$ cat config.mk
export PLATFORM = sky130hd
export DESIGN_NAME = tmrc_channel
export DESIGN_NICKNAME = d
export VERILOG_FILES = /design/src/rtl/tmrc_pkg.sv /design/src/rtl/tmrc_regs.sv /design/src/rtl/tmrc_dither.sv /design/src/rtl/tmrc_compare.sv /design/src/rtl/tmrc_channel.sv
export SDC_FILE = /design/constraint.sdc
export NUM_CORES = 1
export LEC_CHECK = 0
export BUFFER_PORTS_ARGS = -buffer_cell sky130_fd_sc_hd__buf_2
export CAP_MARGIN = 20
export CORE_ASPECT_RATIO = 2
export CORE_UTILIZATION = 55
export DETAILED_ROUTE_END_ITERATION = 10
export GPL_TIMING_DRIVEN = 0
export HOLD_SLACK_MARGIN = 0.12
export PLACE_DENSITY = 0.79
export SYNTH_ARGS = -nofsm -noshare
export SYNTH_HDL_FRONTEND = slang
export SYNTH_SLANG_ARGS = --single-unit
$ cat constraint.sdc
create_clock -name clk -period 3.7 [get_ports clk]
set_input_delay 1.11 -clock clk [delete_from_list [all_inputs] [get_ports clk]]
set_output_delay 1.11 -clock clk [all_outputs]
set_load 0.05 [all_outputs]
$ cat src/rtl/tmrc_pkg.sv
package tmrc_pkg;
  typedef struct packed {
    logic in_mode;
    logic preload;
    logic dither;
  } tmrc_ctl_t;
endpackage

$ cat src/rtl/tmrc_regs.sv
module tmrc_regs
  import tmrc_pkg::*;
#(
  parameter int CNT_W  = 16,
  parameter int FRAC_W = 4,
  localparam int REG_W = CNT_W + FRAC_W
) (
  input  logic             clk,
  input  logic             rst,
  input  logic             ctl_we_i,
  input  tmrc_ctl_t        ctl_i,
  input  logic             wr_i,
  input  logic [REG_W-1:0] wdata_i,
  input  logic             rd_i,
  input  logic             upd_i,
  input  logic             cap_i,
  input  logic [CNT_W-1:0] cnt_i,
  output tmrc_ctl_t        ctl_o,
  output logic [REG_W-1:0] active_o,
  output logic [REG_W-1:0] rdata_o,
  output logic             cap_flag_o
);
  tmrc_ctl_t        ctl_q;
  logic [REG_W-1:0] store_q, active_q, rdata_q, store_nxt, wr_val, cap_val;
  logic             flag_q, cap_hit, wr_hit;

  assign cap_hit = cap_i & ctl_q.in_mode;
  assign wr_hit  = wr_i & ~ctl_q.in_mode;
  assign wr_val  = ctl_q.dither ? wdata_i : {{FRAC_W{1'b0}}, wdata_i[CNT_W-1:0]};
  assign cap_val = ctl_q.dither ? {cnt_i, {FRAC_W{1'b0}}} : {{FRAC_W{1'b0}}, cnt_i};

  always_comb begin
    store_nxt = store_q;
    if (cap_hit)     store_nxt = cap_val;
    else if (wr_hit) store_nxt = wr_val;
  end

  always_ff @(posedge clk) begin
    if (rst) begin
      ctl_q    <= '0;
      store_q  <= '0;
      active_q <= '0;
      rdata_q  <= '0;
      flag_q   <= 1'b0;
    end else begin
      if (ctl_we_i) ctl_q <= ctl_i;
      store_q <= store_nxt;
      if (!ctl_q.in_mode) begin
        if (ctl_q.preload) begin
          if (upd_i) active_q <= store_q;
        end else if (wr_i) begin
          active_q <= wr_val;
        end
      end
      if (rd_i) rdata_q <= store_nxt;
      if (rd_i)         flag_q <= 1'b0;
      else if (cap_hit) flag_q <= 1'b1;
    end
  end

  assign ctl_o      = ctl_q;
  assign active_o   = active_q;
  assign rdata_o    = rdata_q;
  assign cap_flag_o = flag_q;

  // deferred loading keeps the live threshold until an update pulse
  a_r3_active_hold: assert property (@(posedge clk) disable iff (rst)
    (ctl_q.preload && !upd_i) |=> $stable(active_q));
  // capture mode ignores writes
  a_r7_read_only: assert property (@(posedge clk) disable iff (rst)
    (ctl_q.in_mode && !cap_i) |=> $stable(store_q));
  // dither-off writes clear the top bits
  a_r5_upper_zero: assert property (@(posedge clk) disable iff (rst)
    (!ctl_q.dither && !ctl_q.in_mode && wr_i) |=> (store_q[REG_W-1:CNT_W] == '0));
  // flag set by a lone capture, cleared by a read
  a_r9_flag_set: assert property (@(posedge clk) disable iff (rst)
    (cap_i && ctl_q.in_mode && !rd_i) |=> cap_flag_o);
  a_r9_flag_clear: assert property (@(posedge clk) disable iff (rst)
    rd_i |=> !cap_flag_o);
endmodule

$ cat src/rtl/tmrc_dither.sv
module tmrc_dither #(
  parameter int CNT_W  = 16,
  parameter int FRAC_W = 4,
  localparam int REG_W = CNT_W + FRAC_W
) (
  input  logic             clk,
  input  logic             rst,
  input  logic             ovf_i,
  input  logic             dither_i,
  input  logic [REG_W-1:0] active_i,
  output logic [CNT_W:0]   eff_o
);
  logic [FRAC_W-1:0] idx_q, idx_rev;
  logic              bump;

  always_ff @(posedge clk) begin
    if (rst)        idx_q <= '0;
    else if (ovf_i) idx_q <= idx_q + 1'b1;
  end

  for (genvar i = 0; i < FRAC_W; i++) begin : g_rev
    assign idx_rev[i] = idx_q[FRAC_W-1-i];
  end

  assign bump  = idx_rev < active_i[FRAC_W-1:0];
  assign eff_o = dither_i ? ({1'b0, active_i[REG_W-1:FRAC_W]} + {{CNT_W{1'b0}}, bump})
                          : {1'b0, active_i[CNT_W-1:0]};

  // period index steps by one per overflow
  a_r6_index_step: assert property (@(posedge clk) disable iff (rst)
    ovf_i |=> ((idx_q - $past(idx_q)) == FRAC_W'(1)));
  a_r6_index_hold: assert property (@(posedge clk) disable iff (rst)
    !ovf_i |=> $stable(idx_q));
endmodule

$ cat src/rtl/tmrc_compare.sv
module tmrc_compare #(
  parameter int CNT_W = 16
) (
  input  logic             clk,
  input  logic             rst,
  input  logic             enable_i,
  input  logic [CNT_W-1:0] cnt_i,
  input  logic [CNT_W:0]   eff_i,
  output logic             oc_o
);
  logic oc_q;

  always_ff @(posedge clk) begin
    if (rst) oc_q <= 1'b0;
    else     oc_q <= enable_i & ({1'b0, cnt_i} < eff_i);
  end

  assign oc_o = oc_q;

  // zero threshold or capture mode keeps the output low
  a_r4_zero_low: assert property (@(posedge clk) disable iff (rst)
    (eff_i == '0 || !enable_i) |=> !oc_o);
  // threshold beyond any counter value keeps it high
  a_r4_full_high: assert property (@(posedge clk) disable iff (rst)
    (enable_i && eff_i[CNT_W]) |=> oc_o);
endmodule

$ cat src/rtl/tmrc_channel.sv
module tmrc_channel
  import tmrc_pkg::*;
#(
  parameter int CNT_W  = 16,
  parameter int FRAC_W = 4,
  localparam int REG_W = CNT_W + FRAC_W
) (
  input  logic             clk,
  input  logic             rst,
  input  logic             ctl_we_i,
  input  logic             ctl_input_i,
  input  logic             ctl_preload_i,
  input  logic             ctl_dither_i,
  input  logic             wr_i,
  input  logic [REG_W-1:0] wdata_i,
  input  logic             rd_i,
  output logic [REG_W-1:0] rdata_o,
  input  logic [CNT_W-1:0] cnt_i,
  input  logic             ovf_i,
  input  logic             upd_i,
  input  logic             cap_i,
  output logic             oc_o,
  output logic             cap_flag_o
);
  tmrc_ctl_t        ctl_in, ctl;
  logic [REG_W-1:0] active;
  logic [CNT_W:0]   eff;

  assign ctl_in = '{in_mode: ctl_input_i, preload: ctl_preload_i, dither: ctl_dither_i};

  tmrc_regs #(.CNT_W(CNT_W), .FRAC_W(FRAC_W)) u_regs (
    .clk(clk), .rst(rst), .ctl_we_i(ctl_we_i), .ctl_i(ctl_in),
    .wr_i(wr_i), .wdata_i(wdata_i), .rd_i(rd_i), .upd_i(upd_i),
    .cap_i(cap_i), .cnt_i(cnt_i), .ctl_o(ctl), .active_o(active),
    .rdata_o(rdata_o), .cap_flag_o(cap_flag_o)
  );

  tmrc_dither #(.CNT_W(CNT_W), .FRAC_W(FRAC_W)) u_dither (
    .clk(clk), .rst(rst), .ovf_i(ovf_i), .dither_i(ctl.dither),
    .active_i(active), .eff_o(eff)
  );

  tmrc_compare #(.CNT_W(CNT_W)) u_compare (
    .clk(clk), .rst(rst), .enable_i(~ctl.in_mode), .cnt_i(cnt_i),
    .eff_i(eff), .oc_o(oc_o)
  );
endmodule

==> out/results.tsv <==
stage	metric	value	unit
run_status	run status	completed	
yosys	async set or reset register ratio after synthesis	0	%
power	switching power	632	uW
layout	Area growth, synth to finish	21.5	%
timing	RSZ-0062 raised after global routing	false	
timing	Final TNS setup	0	ns
power	clock share of power	39.6	%
setup_path	kind of critical path	register to register	
setup_path	Req. time, crit path	3.93	ns
timing	worst setup margin	0.175	ns
layout	commonest non-fill, non-tap cell in the layout	buf_2	
power	Pwr per Cell Area	473	mW/mm^2
placement	# placed instances	563	
floorplanning	Initial Util	57.1	%
route	DRT Pass-1 Iters	4	
placement	DP Worst Slack	0.0733	ns
floorplanning	Die Wd	60.6	um
route	WL/cell	17.8	um
global_route	total gr overflow	0	
yosys	top-area cell type share of the netlist area	36.6	%
yosys	multiplexer share of the synthesized area	11.9	%
power	share of total power in combinational logic	21.4	%
yosys	main combinational cell family by area after synthesis	compound AO/OA/AOI/OAI gates	
global_route	first-pass GRT wire length	16.5	mm
layout	share of layout cells above drive strength 1	27.9	%
yosys	synth unique cells	47	
yosys	ys flop type	dfxtp_1	
route	initial drt markers	167	
yosys	synthesis-stage register bit count	69	
placement	port bufs	68	
global_route	pin count of the biggest net entering global routing	12	
clock_tree	Root Driver	clkbuf_16	
clock_tree	CTS H-Tree Depth	3	
setup_path	cells on worst reg2reg path	16	
layout	number of non-filler instances in the completed layout	582	
clock_tree	clock sinks	69	
layout	Final Core Density	69.3	%
yosys	register area share after synthesis	36.6	%
setup_path	Reg-to-Reg End	u_compare.oc_o$_SDFF_PP0_	
yosys	top cells by area, synth	dfxtp_1 (37%), mux2i_1 (7.9%), ha_1 (7.0%), a211oi_1 (6.0%), nor2_1 (5.4%)	
power	Sw Share	29.1	%
clock_tree	Clock Tree Buf Depth	2	
clock_tree	CTS tree	yes	
floorplanning	Die ar.	0.00723	mm^2
route	via count	3488	
placement	placed inst area	0.00423	mm^2
placement	final estimated routing congestion in global placement	0.881	
setup_path	R2R Setup Slk	0.17	ns
floorplanning	floorplan row count	42	
global_route	vias in the first global route	3597	
yosys	EDFF count, synth	0	
yosys	Synth area leader	dfxtp_1	
power	sequential power share	39.0	%
setup_path	critical path capture point	u_compare.oc_o$_SDFF_PP0_	
layout	most frequent cells in the layout	buf_2 (84), dfxtp_1 (68), nor2_1 (54)	
yosys	compound-gate portion of the synthesized area	22.9	%
timing	final period utilization	95.3	%
setup_path	worst setup path start	u_regs.active_o[1]$_SDFFE_PP0P_	
global_route	GRT Util Overall	31.1	%
clock_tree	CTS clk-pin slew, worst paths	0.06	ns
route	post-route ant nets	0	
route	drt drc	0	
layout	Layout fillers	545	
placement	HPWL after DPL	8.06	mm
yosys	simple-gate portion of the synthesized area	14.0	%
clock_tree	CTS buffer count	9	
timing	fin. max-slew vios	0	
yosys	Synth Area per Inst	9.28	um^2
power	internal power	1.54	mW
global_route	initial antenna violation count	0	
layout	design area	0.00459	mm^2
clock_tree	# hold bufs at CTS	0	
setup_path	RR Startpoint	u_regs.active_o[1]$_SDFFE_PP0P_	
yosys	Syn. warnings	0	
yosys	mapped cell area	0.00378	mm^2
job	maxcap violations	0	
yosys	Adder-Cell Fraction of Synth Area	6.95	%
route	post-DR vias/cell	5.99	
min_path	min-delay worst type	register to register	
setup_path	nature of the critical path endpoint	register	
timing	Least-Margin Pin Slew	0.579	ns
route	WL final	10.4	mm
setup_path	crit path DAT	3.75	ns
timing	Max-slew headroom	61.4	%
timing	Final Hold Violating Endpoints	0	
timing	Fmax	284	MHz
floorplanning	I/O pin total	69	
clock_tree	worst skew pair latency	0.34	ns
timing	fin crit period	3.53	ns
timing	Clock Skew	0.00598	ns
layout	Diodes inserted	0	
floorplanning	Die H	119	um
layout	NumNets Final	557	
floorplanning	Placeable Area	0.00662	mm^2
yosys	xor/xnor cell area share of the yosys netlist	2.78	%
setup_path	CP Max Fanout	5	
power	Lkg Pwr	1.91	nW
timing	Setup-failing EPs final	0	
yosys	syn nets	475	
yosys	Post-Synthesis Cells	407	
setup_path	CP startpoint kind	register	
power	peak supply drop	0.408	mV
-- registers in the layout, summed over array words and instances (netlist names) --
signal and count:
u_compare.oc_o 1, u_dither.idx_q 4, u_regs.active_o 20, u_regs.cap_flag_o 1, u_regs.ctl_o 3, u_regs.rdata_o 20, u_regs.store_q 20
-- area by class of cell --
type | count | area (um^2) | share of cell area, %
multi-input combinational | 300 | 2250 | 49.0
clock inverter | 3 | 43.8 | 0.954
timing repair buffer | 71 | 363 | 7.91
tap | 88 | 110 | 2.40
inverter | 6 | 22.5 | 0.491
clock buffer | 13 | 260 | 5.67
buffer | 32 | 160 | 3.49
sequential | 69 | 1380 | 30.1
-- synth_stat cells, types with 2 or more instances --
master / count
a22oi_1: 13
nor3_1: 5
nor4_1: 2
nand2b_1: 2
inv_1: 5
nand3_1: 5
clkbuf_1: 10
buf_6: 2
a211oi_1: 30
o21ai_0: 2
a21oi_1: 26
a21o_1: 3
and4_1: 3
xor2_1: 3
a31oi_1: 2
nor2_1: 54
a22oi_2: 7
a32o_1: 4
a221oi_1: 2
nand2_1: 22
and2_1: 3
xnor2_1: 9
mux2_2: 11
buf_2: 16
dfxtp_1: 69
o22a_1: 12
buf_1: 2
nand4_1: 12
ha_1: 21
mux2i_1: 30
a22o_1: 4
-- power by group through the flow --
stage	Clock, mW	Sequential, mW	Combinational [mW]
after floorplan	0	0.917	0.256
after CTS	0.867	0.844	0.449
after global placement	0	0.856	0.435
after global routing	0.894	0.853	0.504
after detailed placement	0	0.859	0.446
final	0.860	0.847	0.464
-- metrics by stage --
step / total power, mW / hold WS, ns
after floorplan: 1.17 / 0.451
after global placement: 1.29 / 0.449
after detailed placement: 1.30 / 0.456
after CTS: 2.16 / 0.469
after global routing: 2.25 / 0.499
final: 2.17 / 0.467
-- worst min path at each step --
stage	from	to	slack, ns	cells after the start
final	u_regs.rdata_o[6]$_SDFFE_PP0P_	u_regs.rdata_o[6]$_SDFFE_PP0P_	0.47	1
after floorplan	u_regs.store_q[15]$_SDFF_PP0_	u_regs.store_q[15]$_SDFF_PP0_	0.45	2
after global placement	u_regs.cap_flag_o$_SDFFE_PP0P_	u_regs.cap_flag_o$_SDFFE_PP0P_	0.45	1
after detailed placement	u_regs.rdata_o[6]$_SDFFE_PP0P_	u_regs.rdata_o[6]$_SDFFE_PP0P_	0.46	1
after CTS	u_regs.rdata_o[6]$_SDFFE_PP0P_	u_regs.rdata_o[6]$_SDFFE_PP0P_	0.47	1
after global routing	u_regs.rdata_o[5]$_SDFFE_PP0P_	u_regs.rdata_o[5]$_SDFFE_PP0P_	0.50	1
-- per-layer routing --
layer,wire [um],GRT usage (%),vias up,part of all wire (%)
li1,-,-,1675,-
met5,0,0,-,0
met3,474,5.43,53,4.6
met4,667,22.6,0,6.4
met1,3760,32.2,1632,36
met2,5480,52.8,128,53
-- cell families after synthesis --
logic type,count (synthesis)
XOR/XNOR,12
AND/OR/NAND/NOR,112
adder cells (fa/ha/maj),21
flip-flops,69
multiplexers,43
buffers and inverters,38
AO/OA/AOI/OAI,112
-- what timing repair did --
action | in CTS | in global routing
gates resized for setup | 0 | 10
buffers inserted | 0 | 3
setup endpoints to repair | 0 | 1
-- worst max-delay path, stage by stage, from the launching register on --
cell and delay [ns]:
dfxtp_2 0.34, inv_1 0.05, ha_1 0.28, a21o_1 0.16, a21o_1 0.18, a21oi_2 0.13
ha_2 0.22, ha_4 0.16, and4_4 0.27, nand4_1 0.12, xnor2_1 0.16, mux2i_1 0.11
ha_1 0.33, nand4_1 0.27, a2111oi_4 0.33, o21ai_1 0.13, a21bo_1 0.18
Power figures use the tool's default switching activity.
